--- src/rtl/pae_walker_pkg.sv ---
`timescale 1ns/1ps
package pae_walker_pkg;

   typedef enum logic [1:0] {
      ST_IDLE  = 2'd0,
      ST_ISSUE = 2'd1,
      ST_WAIT  = 2'd2
   } walk_state_e;

   // Level codes double as fault codes on the result port.
   typedef enum logic [1:0] {
      LVL_NONE = 2'd0,
      LVL_TOP  = 2'd1,
      LVL_MID  = 2'd2,
      LVL_BOT  = 2'd3
   } walk_lvl_e;

endpackage

--- src/rtl/pae_entry_addr.sv ---
`timescale 1ns/1ps
module pae_entry_addr #(
   parameter int unsigned PA_W   = 36,
   parameter int unsigned IDX_W  = 9,
   parameter int unsigned ENT_LG = 3,
   parameter bit          CONCAT = 1'b1
) (
   input  logic [PA_W-1:0]  tbl_base,
   input  logic [IDX_W-1:0] idx,
   output logic [PA_W-1:0]  ent_addr
);

   localparam int unsigned LOW_W = IDX_W + ENT_LG;

   generate
      if (LOW_W >= PA_W) begin : g_bad_width
         $error("pae_entry_addr: index field does not fit the address");
      end

      if (CONCAT) begin : g_concat
         // The base is aligned, so the index simply replaces its zero low bits.
         logic unused_base_low;
         assign unused_base_low = ^tbl_base[LOW_W-1:0];
         assign ent_addr = {tbl_base[PA_W-1:LOW_W], idx, {ENT_LG{1'b0}}};
      end else begin : g_adder
         logic [PA_W-1:0] idx_ext;
         assign idx_ext  = {{(PA_W-LOW_W){1'b0}}, idx, {ENT_LG{1'b0}}};
         assign ent_addr = tbl_base + idx_ext;
      end
   endgenerate

endmodule

--- src/rtl/pae_walk_ctrl.sv ---
`timescale 1ns/1ps
module pae_walk_ctrl
   import pae_walker_pkg::*;
(
   input  logic      clk,
   input  logic      rst_n,
   input  logic      start_walk,
   input  logic      rsp_valid,
   input  logic      ent_present,
   input  logic      ent_large,
   output logic      req_ready,
   output logic      issue,
   output walk_lvl_e lvl,
   output logic      step,
   output logic      end_fault,
   output logic      end_large,
   output logic      end_small
);

   walk_state_e state_q;
   walk_lvl_e   lvl_q;
   logic        take_rsp;

   always_comb begin
      req_ready = (state_q == ST_IDLE);
      issue     = (state_q == ST_ISSUE);
      take_rsp  = (state_q == ST_WAIT) && rsp_valid;
      end_fault = take_rsp && !ent_present;
      end_large = take_rsp && ent_present && (lvl_q == LVL_MID) && ent_large;
      end_small = take_rsp && ent_present && (lvl_q == LVL_BOT);
      step      = take_rsp && ent_present && !end_large && !end_small;
      lvl       = lvl_q;
   end

   always_ff @(posedge clk) begin
      if (!rst_n) begin
         state_q <= ST_IDLE;
         lvl_q   <= LVL_NONE;
      end else begin
         unique case (state_q)
            ST_IDLE: begin
               if (start_walk) begin
                  state_q <= ST_ISSUE;
                  lvl_q   <= LVL_TOP;
               end
            end
            ST_ISSUE: state_q <= ST_WAIT;
            ST_WAIT: begin
               if (end_fault || end_large || end_small) begin
                  state_q <= ST_IDLE;
                  lvl_q   <= LVL_NONE;
               end else if (step) begin
                  state_q <= ST_ISSUE;
                  lvl_q   <= walk_lvl_e'(lvl_q + 2'd1);
               end
            end
            default: begin
               state_q <= ST_IDLE;
               lvl_q   <= LVL_NONE;
            end
         endcase
      end
   end

endmodule

--- src/rtl/pae_walk_result.sv ---
`timescale 1ns/1ps
module pae_walk_result #(
   parameter int unsigned LIN_W       = 32,
   parameter int unsigned PA_W        = 36,
   parameter int unsigned PG_OFF_W    = 12,
   parameter int unsigned LARGE_OFF_W = 21
) (
   input  logic                   clk,
   input  logic                   rst_n,
   input  logic                   bypass,
   input  logic [LIN_W-1:0]       byp_lin,
   input  logic                   end_fault,
   input  logic                   end_large,
   input  logic                   end_small,
   input  logic [1:0]             fault_lvl,
   input  logic [LARGE_OFF_W-1:0] walk_off,
   input  logic [PA_W-PG_OFF_W-1:0] ent_frame,
   output logic                   done,
   output logic                   done_fault,
   output logic [1:0]             done_code,
   output logic [PA_W-1:0]        done_paddr,
   output logic                   done_large
);

   localparam int unsigned FRAME_W = PA_W - PG_OFF_W;
   localparam int unsigned LFRM_W  = PA_W - LARGE_OFF_W;

   logic [PA_W-1:0] small_pa, large_pa, byp_pa;

   always_comb begin
      small_pa = {ent_frame, walk_off[PG_OFF_W-1:0]};
      large_pa = {ent_frame[FRAME_W-1 -: LFRM_W], walk_off};
      byp_pa   = {{(PA_W-LIN_W){1'b0}}, byp_lin};
   end

   always_ff @(posedge clk) begin
      if (!rst_n) begin
         done       <= 1'b0;
         done_fault <= 1'b0;
         done_code  <= 2'd0;
         done_paddr <= '0;
         done_large <= 1'b0;
      end else begin
         done <= bypass || end_fault || end_large || end_small;
         if (bypass) begin
            done_fault <= 1'b0;
            done_code  <= 2'd0;
            done_paddr <= byp_pa;
            done_large <= 1'b0;
         end else if (end_fault) begin
            done_fault <= 1'b1;
            done_code  <= fault_lvl;
            done_paddr <= '0;
            done_large <= 1'b0;
         end else if (end_large) begin
            done_fault <= 1'b0;
            done_code  <= 2'd0;
            done_paddr <= large_pa;
            done_large <= 1'b1;
         end else if (end_small) begin
            done_fault <= 1'b0;
            done_code  <= 2'd0;
            done_paddr <= small_pa;
            done_large <= 1'b0;
         end
      end
   end

endmodule

--- src/rtl/pae_walker.sv ---
`timescale 1ns/1ps
module pae_walker
   import pae_walker_pkg::*;
#(
   parameter int unsigned LIN_W       = 32,
   parameter int unsigned PA_W        = 36,
   parameter int unsigned ROOT_W      = 27,
   parameter int unsigned ENT_W       = 64,
   parameter int unsigned TOP_IDX_W   = 2,
   parameter int unsigned MID_IDX_W   = 9,
   parameter int unsigned BOT_IDX_W   = 9,
   parameter int unsigned PG_OFF_W    = 12,
   parameter int unsigned PRESENT_BIT = 0,
   parameter int unsigned LARGE_BIT   = 7,
   parameter bit          ADDR_CONCAT = 1'b1
) (
   input  logic              clk,
   input  logic              rst_n,
   input  logic              req_valid,
   output logic              req_ready,
   input  logic [LIN_W-1:0]  req_lin,
   input  logic [ROOT_W-1:0] req_root,
   input  logic              req_ext_en,
   output logic              mem_req_valid,
   output logic [PA_W-1:0]   mem_req_addr,
   input  logic              mem_rsp_valid,
   input  logic [ENT_W-1:0]  mem_rsp_data,
   output logic              done,
   output logic              done_fault,
   output logic [1:0]        done_code,
   output logic [PA_W-1:0]   done_paddr,
   output logic              done_large
);

   localparam int unsigned FRAME_W     = PA_W - PG_OFF_W;
   localparam int unsigned ROOT_SHIFT  = LIN_W - ROOT_W;
   localparam int unsigned ENT_LG      = $clog2(ENT_W / 8);
   localparam int unsigned LARGE_OFF_W = PG_OFF_W + BOT_IDX_W;
   localparam int unsigned MID_LSB     = LARGE_OFF_W;
   localparam int unsigned TOP_LSB     = MID_LSB + MID_IDX_W;

   generate
      if (TOP_IDX_W + MID_IDX_W + BOT_IDX_W + PG_OFF_W != LIN_W) begin : g_bad_split
         $error("pae_walker: index fields do not cover the linear address");
      end
      if (PA_W < LIN_W || PA_W > ENT_W) begin : g_bad_pa
         $error("pae_walker: physical width out of range");
      end
      if (ROOT_SHIFT < TOP_IDX_W + ENT_LG) begin : g_bad_root
         $error("pae_walker: top table alignment too small for its index");
      end
      if (PG_OFF_W < MID_IDX_W + ENT_LG || PG_OFF_W < BOT_IDX_W + ENT_LG) begin : g_bad_tbl
         $error("pae_walker: lower table does not fit one page");
      end
      if (PRESENT_BIT >= PG_OFF_W || LARGE_BIT >= PG_OFF_W || PRESENT_BIT == LARGE_BIT) begin : g_bad_flag
         $error("pae_walker: flag positions must be distinct and below the frame");
      end
   endgenerate

   logic [LIN_W-1:0]   lin_q;
   logic [ROOT_W-1:0]  root_q;
   logic [FRAME_W-1:0] frame_q;

   logic               start_walk, start_byp;
   logic               issue, step;
   logic               end_fault, end_large, end_small;
   walk_lvl_e          lvl;

   logic [FRAME_W-1:0] ent_frame;
   logic               ent_present, ent_large;
   logic               unused_rsp;

   logic [PA_W-1:0]    top_base, low_base;
   logic [PA_W-1:0]    top_addr, mid_addr, bot_addr;

   // Request acceptance and entry fields
   always_comb begin
      start_walk  = req_valid && req_ready && req_ext_en;
      start_byp   = req_valid && req_ready && !req_ext_en;
      ent_frame   = mem_rsp_data[PA_W-1:PG_OFF_W];
      ent_present = mem_rsp_data[PRESENT_BIT];
      ent_large   = mem_rsp_data[LARGE_BIT];
      unused_rsp  = ^mem_rsp_data;
   end

   always_ff @(posedge clk) begin
      if (!rst_n) begin
         lin_q   <= '0;
         root_q  <= '0;
         frame_q <= '0;
      end else begin
         if (start_walk) begin
            lin_q  <= req_lin;
            root_q <= req_root;
         end
         if (step) begin
            frame_q <= ent_frame;
         end
      end
   end

   pae_walk_ctrl u_ctrl (
      .clk         (clk),
      .rst_n       (rst_n),
      .start_walk  (start_walk),
      .rsp_valid   (mem_rsp_valid),
      .ent_present (ent_present),
      .ent_large   (ent_large),
      .req_ready   (req_ready),
      .issue       (issue),
      .lvl         (lvl),
      .step        (step),
      .end_fault   (end_fault),
      .end_large   (end_large),
      .end_small   (end_small)
   );

   // Table bases and per-level entry addresses
   always_comb begin
      top_base = {{(PA_W-LIN_W){1'b0}}, root_q, {ROOT_SHIFT{1'b0}}};
      low_base = {frame_q, {PG_OFF_W{1'b0}}};
   end

   pae_entry_addr #(
      .PA_W(PA_W), .IDX_W(TOP_IDX_W), .ENT_LG(ENT_LG), .CONCAT(ADDR_CONCAT)
   ) u_top_addr (
      .tbl_base (top_base),
      .idx      (lin_q[TOP_LSB +: TOP_IDX_W]),
      .ent_addr (top_addr)
   );

   pae_entry_addr #(
      .PA_W(PA_W), .IDX_W(MID_IDX_W), .ENT_LG(ENT_LG), .CONCAT(ADDR_CONCAT)
   ) u_mid_addr (
      .tbl_base (low_base),
      .idx      (lin_q[MID_LSB +: MID_IDX_W]),
      .ent_addr (mid_addr)
   );

   pae_entry_addr #(
      .PA_W(PA_W), .IDX_W(BOT_IDX_W), .ENT_LG(ENT_LG), .CONCAT(ADDR_CONCAT)
   ) u_bot_addr (
      .tbl_base (low_base),
      .idx      (lin_q[PG_OFF_W +: BOT_IDX_W]),
      .ent_addr (bot_addr)
   );

   always_comb begin
      mem_req_valid = issue;
      unique case (lvl)
         LVL_MID: mem_req_addr = mid_addr;
         LVL_BOT: mem_req_addr = bot_addr;
         default: mem_req_addr = top_addr;
      endcase
   end

   pae_walk_result #(
      .LIN_W(LIN_W), .PA_W(PA_W), .PG_OFF_W(PG_OFF_W), .LARGE_OFF_W(LARGE_OFF_W)
   ) u_result (
      .clk        (clk),
      .rst_n      (rst_n),
      .bypass     (start_byp),
      .byp_lin    (req_lin),
      .end_fault  (end_fault),
      .end_large  (end_large),
      .end_small  (end_small),
      .fault_lvl  (lvl),
      .walk_off   (lin_q[LARGE_OFF_W-1:0]),
      .ent_frame  (ent_frame),
      .done       (done),
      .done_fault (done_fault),
      .done_code  (done_code),
      .done_paddr (done_paddr),
      .done_large (done_large)
   );

endmodule

--- config.mk ---
export PLATFORM = sky130hd
export DESIGN_NAME = pae_walker
export DESIGN_NICKNAME = d
export VERILOG_FILES = /design/src/rtl/pae_walker_pkg.sv /design/src/rtl/pae_entry_addr.sv /design/src/rtl/pae_walk_ctrl.sv /design/src/rtl/pae_walk_result.sv /design/src/rtl/pae_walker.sv
export SDC_FILE = /design/constraint.sdc
export NUM_CORES = 1
export LEC_CHECK = 0
export ABC_CLOCK_PERIOD_IN_PS = 5200
export BUFFER_PORTS_ARGS = -buffer_cell sky130_fd_sc_hd__buf_4
export CAP_MARGIN = 20
export CELL_PAD_IN_SITES_DETAIL_PLACEMENT = 2
export CELL_PAD_IN_SITES_GLOBAL_PLACEMENT = 2
export CORE_UTILIZATION = 33
export DETAILED_ROUTE_END_ITERATION = 12
export HOLD_SLACK_MARGIN = 0.08
export MAX_ROUTING_LAYER = met4
export PLACE_DENSITY = 0.95
export SLEW_MARGIN = 40
export SYNTH_ARGS = -nofsm -noshare
export SYNTH_HDL_FRONTEND = slang
export SYNTH_HIERARCHICAL = 1
export SYNTH_SLANG_ARGS = --single-unit
--- constraint.sdc ---
create_clock -name clk -period 5.2 [get_ports clk]
set_clock_uncertainty 0.1 [all_clocks]
set_input_delay 0.26 -clock clk [delete_from_list [all_inputs] [get_ports clk]]
set_output_delay 0.26 -clock clk [all_outputs]
set_load 0.02 [all_outputs]
# --- Yosys cells after proc, flatten, opt, wreduce, memory -nomap -nowiden ---
# Cells that the tools add are included.
totals:
  ff_bits: 128
op_classes:
  n_addsub: 1
  n_eq_ne: 6
  muxes: 19
  n_bitwise: 2
  n_reduce_logical: 28
ops:
  columns: ["cell", "n"]
  rows:
  - ["two-way mux 36 bit", 2]
  - ["one-hot mux 36 bit (2 select lines)", 1]
  - ["two-way mux 32 bit", 2]
  - ["two-way mux 2 bit", 8]
  - ["one-hot mux 2 bit (3 select lines)", 2]
  - ["logical AND 1 bit", 11]
  - ["== test 2 bit (second input constant)", 3]
  - ["logical OR 1 bit", 5]
  - ["zero test 1 bit", 4]
  - ["two-way mux 1 bit", 4]
  - ["nonzero test 4 bit", 1]
  - ["!= test 3 bit (second input constant)", 1]
  - ["AND reduction 3 bit", 1]
  - ["nonzero test 3 bit", 1]
  - ["OR reduction 3 bit", 1]
  - ["adder 2 x 1 -> 2 bit (second input constant)", 1]
  - ["== test 2 x 1 -> 1 bit (second input constant)", 1]
  - ["zero test 2 bit", 1]
  - ["!= test 2 x 1 -> 1 bit (second input constant)", 1]
  - ["NOT 1 bit", 2]
  - ["AND reduction 2 bit", 1]
  - ["nonzero test 2 bit", 1]
  - ["OR reduction 2 bit", 1]

# --- Depth between registers and ports, before layout ---
depth:
  ltp_word: 11
  depth_mapped: 9
  ltp_nobuf: 7

# --- Modules after synthesis ---
# The synthesis kept the hierarchy.
by_module_without_submodules:
  columns: ["module", "n_inst", "cells_each", "area_each_um2", "seq_area_each_um2"]
  rows:
  - ["pae_walker", 1, 458, 4115.2, 1661.6]
  - ["pae_walk_result", 1, 188, 1741.7, 820.8]
  - ["pae_entry_addr", 3, 37, 274.0, 0.0]
  - ["pae_walk_ctrl", 1, 31, 271.5, 80.1]

# --- Worst setup path after synthesis ---
# Ideal clock, no wire load.
synth_path:
  kind: "register to register"
  startpoint: "reg u_ctrl.state_q[1]"
  endpoint: "reg u_ctrl.lvl_q[1], in the netlist u_ctrl/lvl[1]"
  setup_ns: 0.117
  arrival_time_ns: 1.713
  t_required_ns: 4.983
  path_slack_ns: 3.270
  stages_incl_launch_ff: 8
  synth_period_minus_slack_ns: 1.930
  path_cell_list: "dfxtp_1 > nor2_1 > and3_4 > buf_12 > buf_12 > and2b_4 > o21bai_1 > a32o_1"
synth_between:
  elab_cells_between_ends: 23
synth_rtl:
  columns: ["item", "line", "text"]
  rows:
  - ["start, declared", "pae_walk_ctrl.sv:20", "walk_state_e state_q;"]
  - ["start signal, assigned", "pae_walk_ctrl.sv:37", "state_q <= ST_IDLE;"]
  - ["start signal, assigned", "pae_walk_ctrl.sv:43", "state_q <= ST_ISSUE;"]
  - ["start signal, assigned", "pae_walk_ctrl.sv:47", "ST_ISSUE: state_q <= ST_WAIT;"]
  - ["zero test 2 bit", "pae_walk_ctrl.sv:25", "req_ready = (state_q == ST_IDLE);"]
  - ["via req_ready", "pae_walker.sv:20", "output logic req_ready,"]
  - ["logical AND 1 bit (2 in a row)", "pae_walker.sv:78", "start_walk = req_valid && req_ready && req_ext_en;"]
  - ["via start_walk", "pae_walker.sv:64", "logic start_walk, start_byp;"]
  - ["!= test 2 x 1 -> 1 bit (no line)", null, null]
  - ["AND reduction 3 bit (no line)", null, null]
  - ["end signal, assigned", "pae_walk_ctrl.sv:54", "lvl_q <= walk_lvl_e'(lvl_q + 2'd1);"]
  - ["end, declared", "pae_walk_ctrl.sv:21", "walk_lvl_e lvl_q;"]
# The timed path passes the listed nets, and every way through them passes these cells.
# A chain may end at the register's enable or synchronous reset.

# --- Final worst setup path ---
layout_path:
  startpoint: "reg u_ctrl.state_q[1]"
  endpoint: "reg u_result.done_paddr[29]"
layout_between:
  elab_cells_between_ends: 14
layout_rtl:
  columns: ["item", "line", "text"]
  rows:
  - ["== test 2 bit", "pae_walk_ctrl.sv:27", "take_rsp = (state_q == ST_WAIT) && rsp_valid;"]
  - ["logical AND 1 bit", "pae_walk_ctrl.sv:27", null]
  - ["logical AND 1 bit (2 in a row)", "pae_walk_ctrl.sv:30", "end_small = take_rsp && ent_present && (lvl_q == LVL_BOT);"]
  - ["via end_small", "pae_walker.sv:66", "logic end_fault, end_large, end_small;"]
  - ["nonzero test 4 bit (no line)", null, null]
  - ["end signal, assigned", "pae_walk_result.sv:48", "done_paddr <= byp_pa;"]
  - ["end signal, assigned", "pae_walk_result.sv:58", "done_paddr <= large_pa;"]
  - ["end signal, assigned", "pae_walk_result.sv:63", "done_paddr <= small_pa;"]
  - ["end, declared", "pae_walk_result.sv:21", "output logic [PA_W-1:0] done_paddr,"]
# The timed path passes the listed nets, and every way through them passes these cells.

==> results.rst <==
.. list-table::
   :header-rows: 1

   * - Metric
     - Value
   * - Result of the run
     - finished clean
   * - Maximum ir drop on the vdd rail
     - 0.213 mV
   * - RSZ-0062 raised after global routing
     - no
   * - Wire length of the first global-routing pass
     - 39.0 mm
   * - FP Rows
     - 52
   * - Post-synth top area share
     - 36.9%
   * - All-Layer GR Usage
     - 24.7%
   * - Non-Filler Instances
     - 1204
   * - Number of hold violations in the final report
     - 0
   * - Slew Limit Headroom
     - 50.0%
   * - Path type of the worst min-delay path
     - input port to register
   * - Share of final-layout standard cells stronger than drive strength 1
     - 23.5%
   * - Power density of the placed cells
     - 291 nW/um^2
   * - Cell types occupying the most area after synthesis
     - dfxtp_1, mux2i_1, buf_4, nand2_1, a21oi_1
   * - Type of destination of the critical path
     - register
   * - Count of buffers inserted at the top-level ports
     - 168
   * - CTS H-tree lvls
     - 4
   * - Post-Syn Instances
     - 788
   * - Count of instances resized after the clock tree is built
     - 0
   * - Layout Area Growth over Synthesis
     - 28.0%
   * - Launch instance of the worst min-delay path
     - mem_rsp_data[18]
   * - Final ANT Viol Nets
     - 0
   * - WL final
     - 25.5 mm
   * - Cell Area, Synth
     - 6950 um^2
   * - Max Transition Viols Final
     - 0
   * - Detailed Route Iter0 Violations
     - 221
   * - FF-to-FF path depth
     - 6
   * - Critical path start-end classification
     - register to register
   * - Leakage power summed over all cells
     - 3.56 nW
   * - Sequential element share of the synthesized area
     - 36.9%
   * - Final setup fails
     - 0
   * - Tcrit/Tclk final
     - 62.0%
   * - Vias in the first global route
     - 6579
   * - Global route overflow
     - 0
   * - Final routed wire length divided by cell count
     - 21.2 um
   * - Max Clk Rate
     - 310 MHz
   * - Max_cap viols
     - 0
   * - Worst Path Max Fanout
     - 27
   * - Worst Max-Slew Pin Slew
     - 750 ps
   * - Clock latency at the later pin of the worst-skew pair
     - 420 ps
   * - Largest net degree at the start of global routing
     - 83
   * - Post-synthesis area per instance
     - 8.82 um^2
   * - Sum of negative setup slack
     - 0 ps
   * - Fraction of registers with async set/reset
     - 0%
   * - Vias after detailed routing
     - 5811
   * - Die area
     - 21600 um^2
   * - Placed instance count
     - 1084
   * - Flip-flop cell with the highest count after synthesis
     - dfxtp_1
   * - CTS Root Cell
     - clkbuf_16
   * - End point of the worst hold path
     - frame_q[6]
   * - Antenna violations before repair
     - 1
   * - Unique masters post-synth
     - 38
   * - Internal reg-to-reg setup slack
     - 1980 ps
   * - CTS Buf Count
     - 17
   * - Hold buffer count at CTS
     - 91
   * - Count of synthesis-stage warnings from yosys
     - 6
   * - Min Clock Period, post-route
     - 3220 ps
   * - Number of sinks handled by clock tree synthesis
     - 128
   * - Endpoint of the lowest-slack register-to-register path
     - u_result/done_paddr[29]
   * - Hold path depth
     - 3
   * - Die boundary width
     - 147 um
   * - Clock-pin slew of the registers on the worst-case setup and hold paths
     - 60 ps
   * - Critical Path Start Type
     - register
   * - Critical path data arrival time
     - 3410 ps
   * - Fin nets
     - 1055
   * - Routability congestion estimate
     - 0.783
   * - Clock tree from TritonCTS
     - yes
   * - Half-perimeter wire length after detailed placement
     - 15.3 mm
   * - Buffers inserted during post-CTS setup optimization
     - 0
   * - DRC violation count after routing
     - 0
   * - Standard cell core area
     - 20400 um^2
   * - Synthesized flop and latch total
     - 128
   * - Vertical extent of the die
     - 147 um
   * - Pre-antenna DRT Iters
     - 4
   * - Data required time of the worst path
     - 5390 ps
   * - Maximum clock path buffer count
     - 2
   * - Top cell types by occurrence after synthesis
     - nand2_1, mux2i_1, dfxtp_1, buf_4
   * - Average via count per standard cell
     - 4.83
   * - Most repeated cell in the gate-level netlist after synthesis
     - nand2_1
   * - Number of top-level design ports
     - 207
   * - Post-synth EDFFs
     - 0
   * - Worst hold margin
     - 93.5 ps
   * - Worst reg2reg startpoint
     - u_ctrl/state_q[1]
   * - Initial core utilization
     - 34.0%
   * - Cell taking the most area after synthesis
     - dfxtp_1
[metrics by stage]
stage               power (mW)  util (%)  setup WS (ps)  area, um^2
floorplan                 1.30         -           3270        6980
global placement          1.40      36.3           2440        7420
detailed placement        1.42      36.3           2520        7420
CTS                       2.59      43.4           1970        8870
global route              2.69      43.5           1880        8890
finish                    2.59      43.5           1980        8890
[state kept, by name, summed over array words and instances (netlist names)]
name                 count
u_ctrl/lvl               2
u_ctrl/state_q           2
lin_q                   32
u_result/done_paddr     36
u_result/done_fault      1
u_result/done            1
root_q                  27
frame_q                 24
u_result/done_code       2
u_result/done_large      1
[power by group]
part	total (mW)	internal [mW]	leakage [nW]	switching (mW)
Clock	1.12	0.678	0.261	0.446
Sequential	1.05	1.02	1.04	0.0292
Combinational	0.412	0.196	2.26	0.216
[placed cells by master (no fill, tap or decap), types with 3 or more instances in the layout]
| cell type | n |
|---|---|
| clkbuf_16 | 17 |
| nand2_1 | 164 |
| o21ai_1 | 16 |
| nor2_1 | 44 |
| clkbuf_8 | 3 |
| dfxtp_1 | 126 |
| o21ai_0 | 16 |
| dlygate4sd3_1 | 91 |
| clkinv_2 | 4 |
| mux2i_1 | 151 |
| mux2_2 | 9 |
| nor2b_1 | 28 |
| a21oi_1 | 44 |
| buf_4 | 173 |
| conb_1 | 13 |
[cell type report]
cell class	instances	area (um^2)
fill	2200	11500
multi-input combinational	509	3200
sequential	128	2560
timing repair buffer	267	2250
clock buffer	20	467
tap	270	338
clock inverter	7	65.1
inverter	2	7.51
antenna	1	2.50
[cells by family (layout without fill, tap and decap cells)]
family          Yosys count  count (layout)  share of synthesized area (%)
simple gates            251             251                           15.4
fa+ha+maj                 2               2                          0.360
flops                   128             128                           36.9
other cells               4              14                          0.216
mux                     160             160                           23.2
compound gates           83              83                           6.26
buf+inv                 160             296                           17.7
[worst max-delay path by stage]
stage / slack, ps / start / to / cells after the start
2_1_floorplan: 3270 / u_ctrl/state_q[1] / u_ctrl/lvl[1] / 7
3_3_place_gp: 2440 / u_ctrl/lvl[1] / u_result/done_paddr[25] / 7
3_5_place_dp: 2520 / u_ctrl/lvl[1] / u_result/done_paddr[25] / 7
4_1_cts: 1970 / u_ctrl/lvl[1] / u_result/done_paddr[29] / 8
5_1_grt: 1880 / u_ctrl/state_q[1] / u_result/done_paddr[29] / 6
6_report: 1980 / u_ctrl/state_q[1] / u_result/done_paddr[29] / 6
[metal layers]
layer  vias to the layer above  track usage, %  part of all wire (%)
met3                        36            4.25                   2.8
li1                       2748               -                     -
met4                         0            7.84                   1.8
met5                         -               -                     0
met2                       138            45.0                    54
met1                      2889            27.3                    41
[worst max-delay path, cell delays in order (launching register included)]
cell,delay [ps]
dfxtp_1,510
and3b_1,300
and3_1,590
or2_4,590
mux2i_1,290
o21ai_1,90
dlygate4sd3_1,590
(Power assumes the default switching activity.)
